<file path="src/rtl/corr_bpred_pkg.sv">
package corr_bpred_pkg;
  function automatic int unsigned sat_step(input int unsigned cur, input int unsigned top,
                                           input logic inc);
    if (inc) return (cur >= top) ? top : cur + 1;
    return (cur == 0) ? 0 : cur - 1;
  endfunction
endpackage

</file>
<file path="src/rtl/bp_history.sv">
module bp_history #(
  parameter int HIST_W = 2
) (
  input  logic              clk_i,
  input  logic              rst_ni,
  input  logic              shift_i,
  input  logic              bit_i,
  output logic [HIST_W-1:0] hist_o
);
  logic [HIST_W-1:0] hist_q, hist_d;

  generate
    if (HIST_W == 1) begin : g_one
      assign hist_d = bit_i;
    end else begin : g_many
      assign hist_d = {hist_q[HIST_W-2:0], bit_i};
    end
  endgenerate

  always_ff @(posedge clk_i or negedge rst_ni) begin
    if (!rst_ni)      hist_q <= '0;
    else if (shift_i) hist_q <= hist_d;
  end

  assign hist_o = hist_q;

  assert_shift_in_R2: assert property (@(posedge clk_i) disable iff (!rst_ni)
    shift_i |=> hist_o[0] == $past(bit_i));

  generate
    if (HIST_W > 1) begin : g_age_chk
      assert_age_R2: assert property (@(posedge clk_i) disable iff (!rst_ni)
        shift_i |=> hist_o[HIST_W-1:1] == $past(hist_o[HIST_W-2:0]));
    end
  endgenerate

  assert_hold_R9: assert property (@(posedge clk_i) disable iff (!rst_ni)
    !shift_i |=> $stable(hist_o));
endmodule

</file>
<file path="src/rtl/bp_sat_step.sv">
module bp_sat_step
  import corr_bpred_pkg::*;
#(
  parameter int CTR_W = 2
) (
  input  logic [CTR_W-1:0] cur_i,
  input  logic             inc_i,
  output logic [CTR_W-1:0] nxt_o
);
  localparam int unsigned TOP = (2 ** CTR_W) - 1;

  always_comb nxt_o = CTR_W'(sat_step(int'(cur_i), TOP, inc_i));
endmodule

</file>
<file path="src/rtl/bp_ctr_table.sv">
module bp_ctr_table #(
  parameter int IX_W  = 6,
  parameter int CTR_W = 2
) (
  input  logic             clk_i,
  input  logic             rst_ni,
  input  logic [IX_W-1:0]  rd_idx_i,
  output logic [CTR_W-1:0] rd_ctr_o,
  input  logic             wr_en_i,
  input  logic [IX_W-1:0]  wr_idx_i,
  input  logic             wr_inc_i
);
  localparam int DEPTH = 2 ** IX_W;
  localparam logic [CTR_W-1:0] CTR_MAX = '1;
  localparam logic [CTR_W-1:0] CTR_RST = CTR_W'((2 ** (CTR_W - 1)) - 1);

  logic [CTR_W-1:0] ctr_q [DEPTH];
  logic [CTR_W-1:0] wr_cur, wr_nxt;

  assign wr_cur = ctr_q[wr_idx_i];

  bp_sat_step #(.CTR_W(CTR_W)) u_step (
    .cur_i (wr_cur),
    .inc_i (wr_inc_i),
    .nxt_o (wr_nxt)
  );

  always_ff @(posedge clk_i or negedge rst_ni) begin
    if (!rst_ni) begin
      for (int e = 0; e < DEPTH; e++) ctr_q[e] <= CTR_RST;
    end else if (wr_en_i) begin
      ctr_q[wr_idx_i] <= wr_nxt;
    end
  end

  // read sees the stored value, so a same-cycle write is not forwarded
  assign rd_ctr_o = ctr_q[rd_idx_i];

  assert_inc_R4: assert property (@(posedge clk_i) disable iff (!rst_ni)
    (wr_en_i && wr_inc_i && wr_cur != CTR_MAX) |=>
      ctr_q[$past(wr_idx_i)] == $past(wr_cur) + 1'b1);
  assert_sat_hi_R4: assert property (@(posedge clk_i) disable iff (!rst_ni)
    (wr_en_i && wr_inc_i && wr_cur == CTR_MAX) |=> ctr_q[$past(wr_idx_i)] == CTR_MAX);
  assert_dec_R5: assert property (@(posedge clk_i) disable iff (!rst_ni)
    (wr_en_i && !wr_inc_i && wr_cur != '0) |=>
      ctr_q[$past(wr_idx_i)] == $past(wr_cur) - 1'b1);
  assert_sat_lo_R5: assert property (@(posedge clk_i) disable iff (!rst_ni)
    (wr_en_i && !wr_inc_i && wr_cur == '0) |=> ctr_q[$past(wr_idx_i)] == '0);
endmodule

</file>
<file path="src/rtl/corr_bpred.sv">
module corr_bpred #(
  parameter int ADDR_W = 16,
  parameter int IDX_W  = 4,
  parameter int HIST_W = 2,
  parameter int CTR_W  = 2
) (
  input  logic              clk_i,
  input  logic              rst_ni,
  input  logic [ADDR_W-1:0] lkp_addr_i,
  output logic              lkp_taken_o,
  output logic [HIST_W-1:0] lkp_hist_o,
  input  logic              upd_valid_i,
  input  logic [ADDR_W-1:0] upd_addr_i,
  input  logic [HIST_W-1:0] upd_hist_i,
  input  logic              upd_taken_i
);
  localparam int IX_W = IDX_W + HIST_W;

  logic [HIST_W-1:0] hist;
  logic [IX_W-1:0]   rd_idx, wr_idx;
  logic [CTR_W-1:0]  rd_ctr;

  bp_history #(.HIST_W(HIST_W)) u_hist (
    .clk_i   (clk_i),
    .rst_ni  (rst_ni),
    .shift_i (upd_valid_i),
    .bit_i   (upd_taken_i),
    .hist_o  (hist)
  );

  assign rd_idx = {lkp_addr_i[IDX_W-1:0], hist};
  assign wr_idx = {upd_addr_i[IDX_W-1:0], upd_hist_i};

  bp_ctr_table #(.IX_W(IX_W), .CTR_W(CTR_W)) u_tbl (
    .clk_i    (clk_i),
    .rst_ni   (rst_ni),
    .rd_idx_i (rd_idx),
    .rd_ctr_o (rd_ctr),
    .wr_en_i  (upd_valid_i),
    .wr_idx_i (wr_idx),
    .wr_inc_i (upd_taken_i)
  );

  assign lkp_taken_o = rd_ctr[CTR_W-1];
  assign lkp_hist_o  = hist;

  assert_hist_out_R2: assert property (@(posedge clk_i) disable iff (!rst_ni)
    upd_valid_i |=> lkp_hist_o[0] == $past(upd_taken_i));
endmodule

</file>
<file path="config.mk">
export PLATFORM = sky130hd
export DESIGN_NAME = corr_bpred
export DESIGN_NICKNAME = d
export VERILOG_FILES = /design/src/rtl/corr_bpred_pkg.sv /design/src/rtl/bp_history.sv /design/src/rtl/bp_sat_step.sv /design/src/rtl/bp_ctr_table.sv /design/src/rtl/corr_bpred.sv
export SDC_FILE = /design/constraint.sdc
export NUM_CORES = 1
export LEC_CHECK = 0
export ABC_AREA = 1
export BUFFER_PORTS_ARGS = -buffer_cell sky130_fd_sc_hd__buf_2
export CAP_MARGIN = 10
export CORE_MARGIN = 5
export CORE_UTILIZATION = 41
export CTS_BUF_LIST = sky130_fd_sc_hd__clkbuf_8
export CTS_CLUSTER_SIZE = 28
export DETAILED_ROUTE_END_ITERATION = 16
export GPL_ROUTABILITY_DRIVEN = 0
export SYNTH_ARGS = -nofsm -noshare
export SYNTH_HDL_FRONTEND = slang
export SYNTH_SLANG_ARGS = --single-unit
</file>
<file path="constraint.sdc">
create_clock -name clk_i -period 2.9 [get_ports clk_i]
set_input_delay 0 -clock clk_i [delete_from_list [all_inputs] [get_ports clk_i]]
set_output_delay 0 -clock clk_i [all_outputs]
set_load 0.01 [all_outputs]
</file>
* Word level (Yosys, flattened, before mapping)
Cells that the tools add are included.
** Storage, ports and cells
- Register bits after elaboration :: 130
- Input port bits :: 38
- Output and inout port bits :: 3
** Cells by class
- Add/subtract/negate cells :: 2
- $lt $le $gt $ge :: 4
- Multiplexer cells :: 14
- Bitwise logic cells :: 2
- Reductions and logical operators :: 2
** Operators by type and width (count)
- $bwmux W128 :: 1
- $bmux W2 S6 :: 2
- $mux W2 :: 9
- $ge A7 B7 Y1 const B :: 2
- $not A6 Y7 :: 2
- $demux W2 S6 :: 1
- $lt A7 B1 Y1 const B :: 1
- $add A2 B1 Y2 const B :: 1
- $ge A2 B2 Y1 const B :: 1
- $logic_not A2 Y1 :: 1
- $sub A2 B1 Y2 const B :: 1
- $logic_and A1 B1 Y1 :: 1
- $mux W1 :: 1

* Depth between registers and ports, before layout
Gate-level depths: netlist of the first run.
- Depth after elaboration :: 9
- Depth in mapped cells :: 18
- Mapped depth without buffers :: 16

* By module
A second synthesis of the first run with hierarchy kept.
** Unflattened totals
- Cells, all modules :: 1187
- Area, all modules :: 7897.6 um2
** By module, submodules not included
- bp_ctr_table :: instances 1, cells each 1172, area each 7796.2 um2, sequential area each 3283.1 um2
- bp_history :: instances 1, cells each 9, area each 76.3 um2, sequential area each 50.0 um2
- bp_sat_step :: instances 1, cells each 6, area each 25.0 um2, sequential area each 0.0 um2

* Worst setup path after synthesis of the first run
No wires, ideal clock.
- Path type :: register to register
- Start point :: register u_tbl.ctr_q[95] (netlist name)
- End point :: register u_tbl.ctr_q[113] (netlist name)
- Library setup time :: 0.117 ns
- Arrival :: 1.556 ns
- Path slack :: 1.226 ns
- Stages on the path, launching flop included :: 12
- Buffers on the path :: 2
- Cell sequence :: dfrtp_1 -> or2_2 -> nand3_1 -> nand2_1 -> o21ai_1 -> nand2_1 -> nor2_1 -> nand3_1 -> buf_2 -> buf_2 -> nand3_1 -> nand2_1
** On the way
- Longest elaborated chain between the ends :: 8
- Elaborated cells between the ends (all ways) :: 12
** RTL lines
- start, declared :: line bp_ctr_table.sv:17 : logic [CTR_W-1:0] ctr_q [DEPTH];
- start signal, assigned by index :: line bp_ctr_table.sv:32 : ctr_q[wr_idx_i] <= wr_nxt;
- $bmux W2 S6 * :: line bp_ctr_table.sv:20 : assign wr_cur = ctr_q[wr_idx_i];
- $mux W2 (implied by the code) * (2 in a row) :: line bp_ctr_table.sv:20
- $add A2 B1 Y2 or $ge A2 B2 Y1 (tied branches) :: line corr_bpred_pkg.sv:4 : if (inc) return (cur >= top) ? top : cur + 1;
- $mux W2 (2 in a row) :: line corr_bpred_pkg.sv:4
- $mux W2 * :: line corr_bpred_pkg.sv:5 : return (cur == 0) ? 0 : cur - 1;
- $bwmux W128 * :: line bp_ctr_table.sv:32
Every way passes the cells marked *; elsewhere a longest branch is shown, timed or not. The select of a mux whose other input is x is not followed.
A chain may end at the register's enable or synchronous reset.

* Final worst setup path of the first run
- Start point :: register u_hist.hist_q[1] (netlist: u_hist.hist_o[1])
- End point :: output lkp_taken_o
** On the way
- Longest elaborated chain between the ends :: 4
** RTL lines
- start, declared :: line bp_history.sv:10 : logic [HIST_W-1:0] hist_q, hist_d;
- start signal, assigned :: line bp_history.sv:22 : else if (shift_i) hist_q <= hist_d;
- $not A6 Y7 (implied by the code) :: line bp_ctr_table.sv:37 : assign rd_ctr_o = ctr_q[rd_idx_i];
- $bmux W2 S6 :: line bp_ctr_table.sv:37
- $mux W2 (implied by the code) (2 in a row) :: line bp_ctr_table.sv:37
- end, declared :: line corr_bpred.sv:10 : output logic lkp_taken_o,
Every way passes these cells. The select of a mux whose other input is x is not followed.

==> results of run 1 <==
cells by family after synthesis:
kind of cell,after synthesis,synth area share
and+or+nand+nor,826,0.4198
buffers and inverters,165,0.08795
DFF,130,0.4315
AOI/OAI and AO/OA,81,0.06074
cell type report:
type,instances,area share
clock inverter,8,0.01599
multi-input combinational,907,0.4358
timing repair buffer,44,0.03916
inverter,114,0.05016
tap,234,0.03432
clock buffer,21,0.03388
sequential,130,0.3907
routing by layer:
| metal | part of all wire | vias up |
|---|---|---|
| li1 | - | 3704 |
| met1 | 0.46 | 3468 |
| met2 | 0.45 | 249 |
| met3 | 0.061 | 38 |
| met4 | 0.025 | 0 |
| met5 | 0 | - |
per-stage QoR:
step                total power, mW  std cells
detailed placement            3.113       1424
floorplan                     2.802       1202
global placement              3.104       1424
CTS                           4.842       1458
finish                        4.803       1458
global route                  5.060       1458
flip-flops by register name (all words and copies together) (netlist names):
register,count
u_tbl.ctr_q,128
u_hist.hist_o,2
critical path: stages, from the launching register on:
cell and delay [ns]:
dfrtp_1 0.61, buf_4 0.33, a21oi_1 0.06, o21ai_0 0.08
o21ai_0 0.13, o211ai_1 0.30, nand3_1 0.14, nand3_1 0.11
nand2_1 0.08, buf_2 0.15
layout by cell type (no fill, tap or decap), types with 15 or more instances in the layout:
| cell type | instances |
|---|---|
| nor2_1 | 105 |
| dfrtp_1 | 66 |
| buf_4 | 21 |
| o211ai_1 | 18 |
| inv_1 | 113 |
| buf_2 | 15 |
| dfstp_2 | 64 |
| clkbuf_8 | 21 |
| nand2_1 | 620 |
| nand3_1 | 77 |
| o21ai_0 | 43 |
repair_timing:
| action | CTS | global route |
|---|---|---|
| hold buffers | 5 | 0 |
| endpoints found under the hold margin | 70 | 0 |
| endpoints found under the setup margin | 0 | 0 |
power by group:
part           switching, mW  internal, mW
sequential             0.121          2.10
combinational          0.602         0.269
clock                  0.705          1.01
how the worst max path moves through the flow:
stage | depth (start not counted) | to
6_report | 9 | lkp_taken_o
5_1_grt | 8 | lkp_taken_o
4_1_cts | 9 | lkp_taken_o
3_5_place_dp | 14 | u_tbl.ctr_q[17]
3_3_place_gp | 14 | u_tbl.ctr_q[21]
2_1_floorplan | 11 | u_tbl.ctr_q[113]
==> impl_metrics.env, run 1 <==
export IMPL_netlist_instances=1202
export IMPL_rsz0062_at_grt="false"
export IMPL_synth_top_area_frac=0.3013
export IMPL_netlist_cell_type_count=27
export IMPL_gr_usage_met2=0.3535
export IMPL_post_route_period_util=0.8418
export IMPL_cp_required_ns=2.90
export IMPL_ff_latch_area_sq_um=3333
export IMPL_track_usage=0.2259
export IMPL_reg2reg_slack_ns=0.75
export IMPL_reg2reg_to="u_tbl.ctr_q[111]"
export IMPL_hold_viol_final=0
export IMPL_die_area_sq_um=21690
export IMPL_arrival_ns=2.44
export IMPL_yosys_warnings=0
export IMPL_tns_ns=0
export IMPL_maxCapViolCount=0
export IMPL_synth_edf_count=0
export IMPL_synth_seq_area_share=0.4315
export IMPL_vias_per_cell=5.116
export IMPL_crit_type="reg -> out"
export IMPL_end_kind="primary output"
export IMPL_grt_pass1_wl_mm=38.51
export IMPL_max_vdd_ir_drop_uv=267.1
export IMPL_root_buffer="clkbuf_8"
export IMPL_portBuffers=16
export IMPL_post_place_ws_ns=0.4846
export IMPL_gr_usage_met1=0.3140
export IMPL_coreArea_sq_um=18640
export IMPL_initial_core_util=0.4144
export IMPL_status="complete, no violations"
export IMPL_vias=7459
export IMPL_finalWorstSetupSlack_ns=0.4588
export IMPL_die_h_microns=147.3
export IMPL_clock_sinks=130
export IMPL_worst_pin_slew_ns=0.6758
export IMPL_ant_nets=0
export IMPL_r2r_start="u_tbl.ctr_q[95]"
export IMPL_cts_resized=0
export IMPL_antenna_found_initial=0
export IMPL_clk_pin_slew_ns=0.07
export IMPL_synth_top_area_cell="nand2_1"
export IMPL_power_density_nw_per_um2=563.0
export IMPL_drv_slew=0
export IMPL_setup_viol=0
export IMPL_cts_setup_buffers=0
export IMPL_use_met3=0.04843
export IMPL_hold_class="in -> async"
export IMPL_cts_tree="done"
export IMPL_rows=50
export IMPL_routedWlPerCell_microns=16.26
export IMPL_syn_nets=1240
export IMPL_area_growth_pct=10.43
export IMPL_die_w_microns=147.3
export IMPL_slew_headroom=0.5495
export IMPL_final_layout_size_suffix_gt1_frac=0.1111
export IMPL_synth_avg_cell_area_sq_um=6.427
export IMPL_clock_path_buffers=2
export IMPL_firstDrtPassIters=5
export IMPL_fin_worst_skew_ns=0.01170
export IMPL_async_flop_share=1.000
export IMPL_grt_overflow_total=0
export IMPL_n_fill_cell=1956
export IMPL_grt_busiest_layer="met2"
export IMPL_p_leak_nw=4.344
export IMPL_cts_made_buffers=17
export IMPL_reg2reg_depth=12
export IMPL_grt_pass1_vias=7107
export IMPL_grt_max_degree=83
export IMPL_placed_area_sq_um=8055
export IMPL_whs_ns=0.1418
export IMPL_ys_ff_latch=130
export IMPL_ios=41
export IMPL_post_synth_top_count_cell="nand2_1"
export IMPL_clk_latency_ns=0.44
export IMPL_period_minus_slack_ns=2.441
export IMPL_htree_num_levels=4
export IMPL_crit_start="u_hist.hist_o[1]"
export IMPL_crit_path_start_kind="flip-flop"
export IMPL_synth_commonest_cells="nand2_1, inv_1, nor2_1, nand3_1, dfrtp_1"
export IMPL_dp_hpwl_mm=15.22
export IMPL_multi_input_area_sq_um=3717
export IMPL_clock_fmax_ghz=0.4096
export IMPL_fin_nets=1252
export IMPL_yosys_top_cells_area="nand2_1, dfstp_2, dfrtp_1"
export IMPL_drtIter0Drc=547
export IMPL_synth_area_sq_um=7725
export IMPL_routed_wl_mm=23.71
export IMPL_fin_util=0.4576
export IMPL_final_cell_area_sq_um=8531
export IMPL_cp_max_fo=16
export IMPL_synth_ff_type="dfrtp_1"
export IMPL_drc=0
export IMPL_n_antenna_cell=0
No activity file was read; power rests on OpenSTA's default activity.
==> run 2, diff against run 1 <==
- ABC_AREA: 1 -> 0
- clock period: 2.9 -> 2.34 ns (I/O delays scaled with it)
==> run 2 against run 1 <==
The flow now finishes with violations (setup timing). Cell area up 7.1%. Setup slack worse by 0.90 ns. Via count down 20%. Die area down 8.7%. Register-to-register slack worse by 0.90 ns. Hold slack better by 0.021 ns. Sequential power up 32%. Clock skew up 0.0027 ns. Sequential share of layout area down 2.6 points. Synthesized cell count down 45%. Cell count down 31%. Critical path type unchanged. Largest power group unchanged. Highest routed layer unchanged.
==> impl_metrics.env, run 2 <==
export IMPL_max_vdd_ir_drop_uv=408.7
export IMPL_htree_num_levels=4
export IMPL_crit_top_cell="mux4_2"
export IMPL_coreArea_sq_um=16700
export IMPL_finalWorstSetupSlack_ns=-0.4436
export IMPL_yosys_warnings=0
export IMPL_dp_hpwl_mm=14.01
export IMPL_root_buffer="clkbuf_8"
export IMPL_violations="setup timing"
export IMPL_crit_path_start_kind="flip-flop"
export IMPL_post_synth_top_count_cell="nand2_1"
export IMPL_whs_ns=0.1632
export IMPL_post_place_ws_ns=-0.2957
export IMPL_synth_avg_cell_area_sq_um=10.67
export IMPL_ant_nets=0
export IMPL_yosys_top_cells_area="dfstp_2, dfrtp_1, nand2_1"
export IMPL_routedWlPerCell_microns=21.73
export IMPL_period_minus_slack_ns=2.784
export IMPL_antenna_found_initial=0
export IMPL_synth_ff_type="dfrtp_1"
export IMPL_synth_edf_count=0
export IMPL_gr_usage_met1=0.3033
export IMPL_end_kind="primary output"
export IMPL_track_usage=0.2303
export IMPL_largest_reg_flops=128
export IMPL_synth_top_area_cell="dfstp_2"
export IMPL_cpPeakStageDelay_ns=0.53
export IMPL_cts_tree="done"
export IMPL_use_met3=0.06739
export IMPL_p_total_mw=6.723
export IMPL_synth_commonest_cells="nand2_1, o21ai_0, dfrtp_1, dfstp_2, o21ai_2"
export IMPL_netlist_instances=657
export IMPL_routed_wl_mm=21.84
export IMPL_cp_max_fo=8
export IMPL_grt_max_degree=131
export IMPL_status="finished with violations"
export IMPL_grt_pass1_wl_mm=34.74
export IMPL_synth_simple_gate_area_frac=0.1523
export IMPL_setup_viol=113
export IMPL_async_flop_share=1.000
export IMPL_synth_top_family_by_area="compound AO/OA/AOI/OAI gates"
export IMPL_hold_class="in -> reg"
export IMPL_cts_made_buffers=17
export IMPL_layout_cells_most_common="nand2_1"
export IMPL_n_antenna_cell=0
export IMPL_largest_register="u_tbl.ctr_q"
export IMPL_muxShareOfSynthArea=0.1477
export IMPL_grt_overflow_total=0
export IMPL_arrival_ns=2.78
export IMPL_die_area_sq_um=19810
export IMPL_clock_path_buffers=2
export IMPL_die_w_microns=140.7
export IMPL_fin_nets=810
export IMPL_vias=5955
export IMPL_die_h_microns=140.7
export IMPL_drtIter0Drc=454
export IMPL_grt_busiest_layer="met2"
export IMPL_power_density_nw_per_um2=736.1
export IMPL_fin_util=0.5468
export IMPL_reg2reg_slack_ns=-0.15
export IMPL_clock_sinks=130
export IMPL_portBuffers=16
export IMPL_synth_compound_area_frac=0.1755
export IMPL_netlist_cell_type_count=57
export IMPL_synth_area_sq_um=7008
export IMPL_syn_nets=695
export IMPL_tns_ns=-6.072
export IMPL_ios=41
export IMPL_synth_top_area_frac=0.2400
export IMPL_final_layout_size_suffix_gt1_frac=0.5261
export IMPL_worst_pin_slew_ns=0.7090
export IMPL_clk_latency_ns=0.47
export IMPL_slew_headroom=0.5273
export IMPL_clk_pin_slew_ns=0.08
export IMPL_gr_usage_met2=0.3523
export IMPL_crit_type="reg -> out"
export IMPL_cp_slowest_cell="mux4_2"
export IMPL_firstDrtPassIters=5
export IMPL_clock_fmax_ghz=0.3592
export IMPL_synth_xor_area_frac=0
export IMPL_multi_input_area_sq_um=3656
export IMPL_ys_ff_latch=130
export IMPL_ff_latch_area_sq_um=3334
export IMPL_drc=0
export IMPL_drv_slew=0
export IMPL_hold_viol_final=0
export IMPL_fin_worst_skew_ns=0.01436
export IMPL_grt_pass1_vias=6092
export IMPL_synth_fa_ha_area_frac=0.003571
export IMPL_maxCapViolCount=0
export IMPL_area_growth_pct=30.32
export IMPL_n_fill_cell=1404
export IMPL_post_route_period_util=1.190
export IMPL_rsz0062_at_grt="true"
export IMPL_vias_per_cell=5.925
export IMPL_rows=47
export IMPL_crit_chain="buf_12 > mux4_2 > mux4_2 > mux4_2 > buf_6"
export IMPL_most_common_layout_cells="nand2_1, o21ai_2, buf_4"
export IMPL_synth_seq_area_share=0.4756
export IMPL_p_leak_nw=3.766
export IMPL_cp_required_ns=2.34
export IMPL_initial_core_util=0.4196
==> run 2: worst paths after layout <==
path / start / end / cells after the start
max: u_hist.hist_o[0] / lkp_taken_o / 5
min: upd_addr_i[2] / u_tbl.ctr_q[114] / 5
max reg2reg: u_tbl.ctr_q[99] / u_tbl.ctr_q[87] / 10
min reg2reg: u_tbl.ctr_q[4] / u_tbl.ctr_q[4] / 2
max in group asynchronous: rst_ni / u_tbl.ctr_q[65] / 3
min in group asynchronous: rst_ni / u_tbl.ctr_q[3] / 3
==> run 2: metal layers <==
metal / vias to the layer above / wire length (microns) / share of wire
li1: 2612 / - / -
met1: 3008 / 8964 / 0.41
met2: 266 / 10260 / 0.47
met3: 69 / 1678 / 0.077
met4: 0 / 936 / 0.043
met5: - / 0 / 0
==> run 2: critical path: cells and delay by family (launching register included) <==
kind	cells	cell delay (ns)
flops	1	0.42
mux	3	1.58
buf+inv	2	0.31
==> run 2: timing repair <==
action,in CTS,in global routing
cloned,14,0
setup buffers,21,4
hold buffers,4,0
gates resized for setup,155,24
endpoints found under the hold margin,68,0
setup endpoints to repair,129,129
pin swaps,66,29
==> run 2: final cells by class <==
| class | count | share of cell area |
|---|---|---|
| clock buffer | 19 | 0.02863 |
| clock inverter | 13 | 0.01507 |
| inverter | 3 | 0.001233 |
| multi-input combinational | 485 | 0.4003 |
| sequential | 130 | 0.3651 |
| tap | 220 | 0.03014 |
| timing repair buffer | 135 | 0.1595 |
==> run 2: cells by family after synthesis <==
group	count (synthesis)
multiplexers	57
adder cells (fa/ha/maj)	2
flip-flops	130
AO/OA/AOI/OAI	173
AND/OR/NAND/NOR	253
buffers and inverters	42
==> run 2: metrics by stage <==
| stage | cell area (sq um) | std cells |
|---|---|---|
| floorplan | 7014 | 657 |
| global placement | 7875 | 941 |
| detailed placement | 7875 | 941 |
| CTS | 9263 | 1012 |
| global route | 9133 | 1005 |
| finish | 9133 | 1005 |
==> run 2: power by group <==
| part | switching [mW] | internal [mW] | total (mW) |
|---|---|---|---|
| Clock | 0.953 | 0.998 | 1.95 |
| Combinational | 0.914 | 0.929 | 1.84 |
| Sequential | 0.228 | 2.70 | 2.93 |
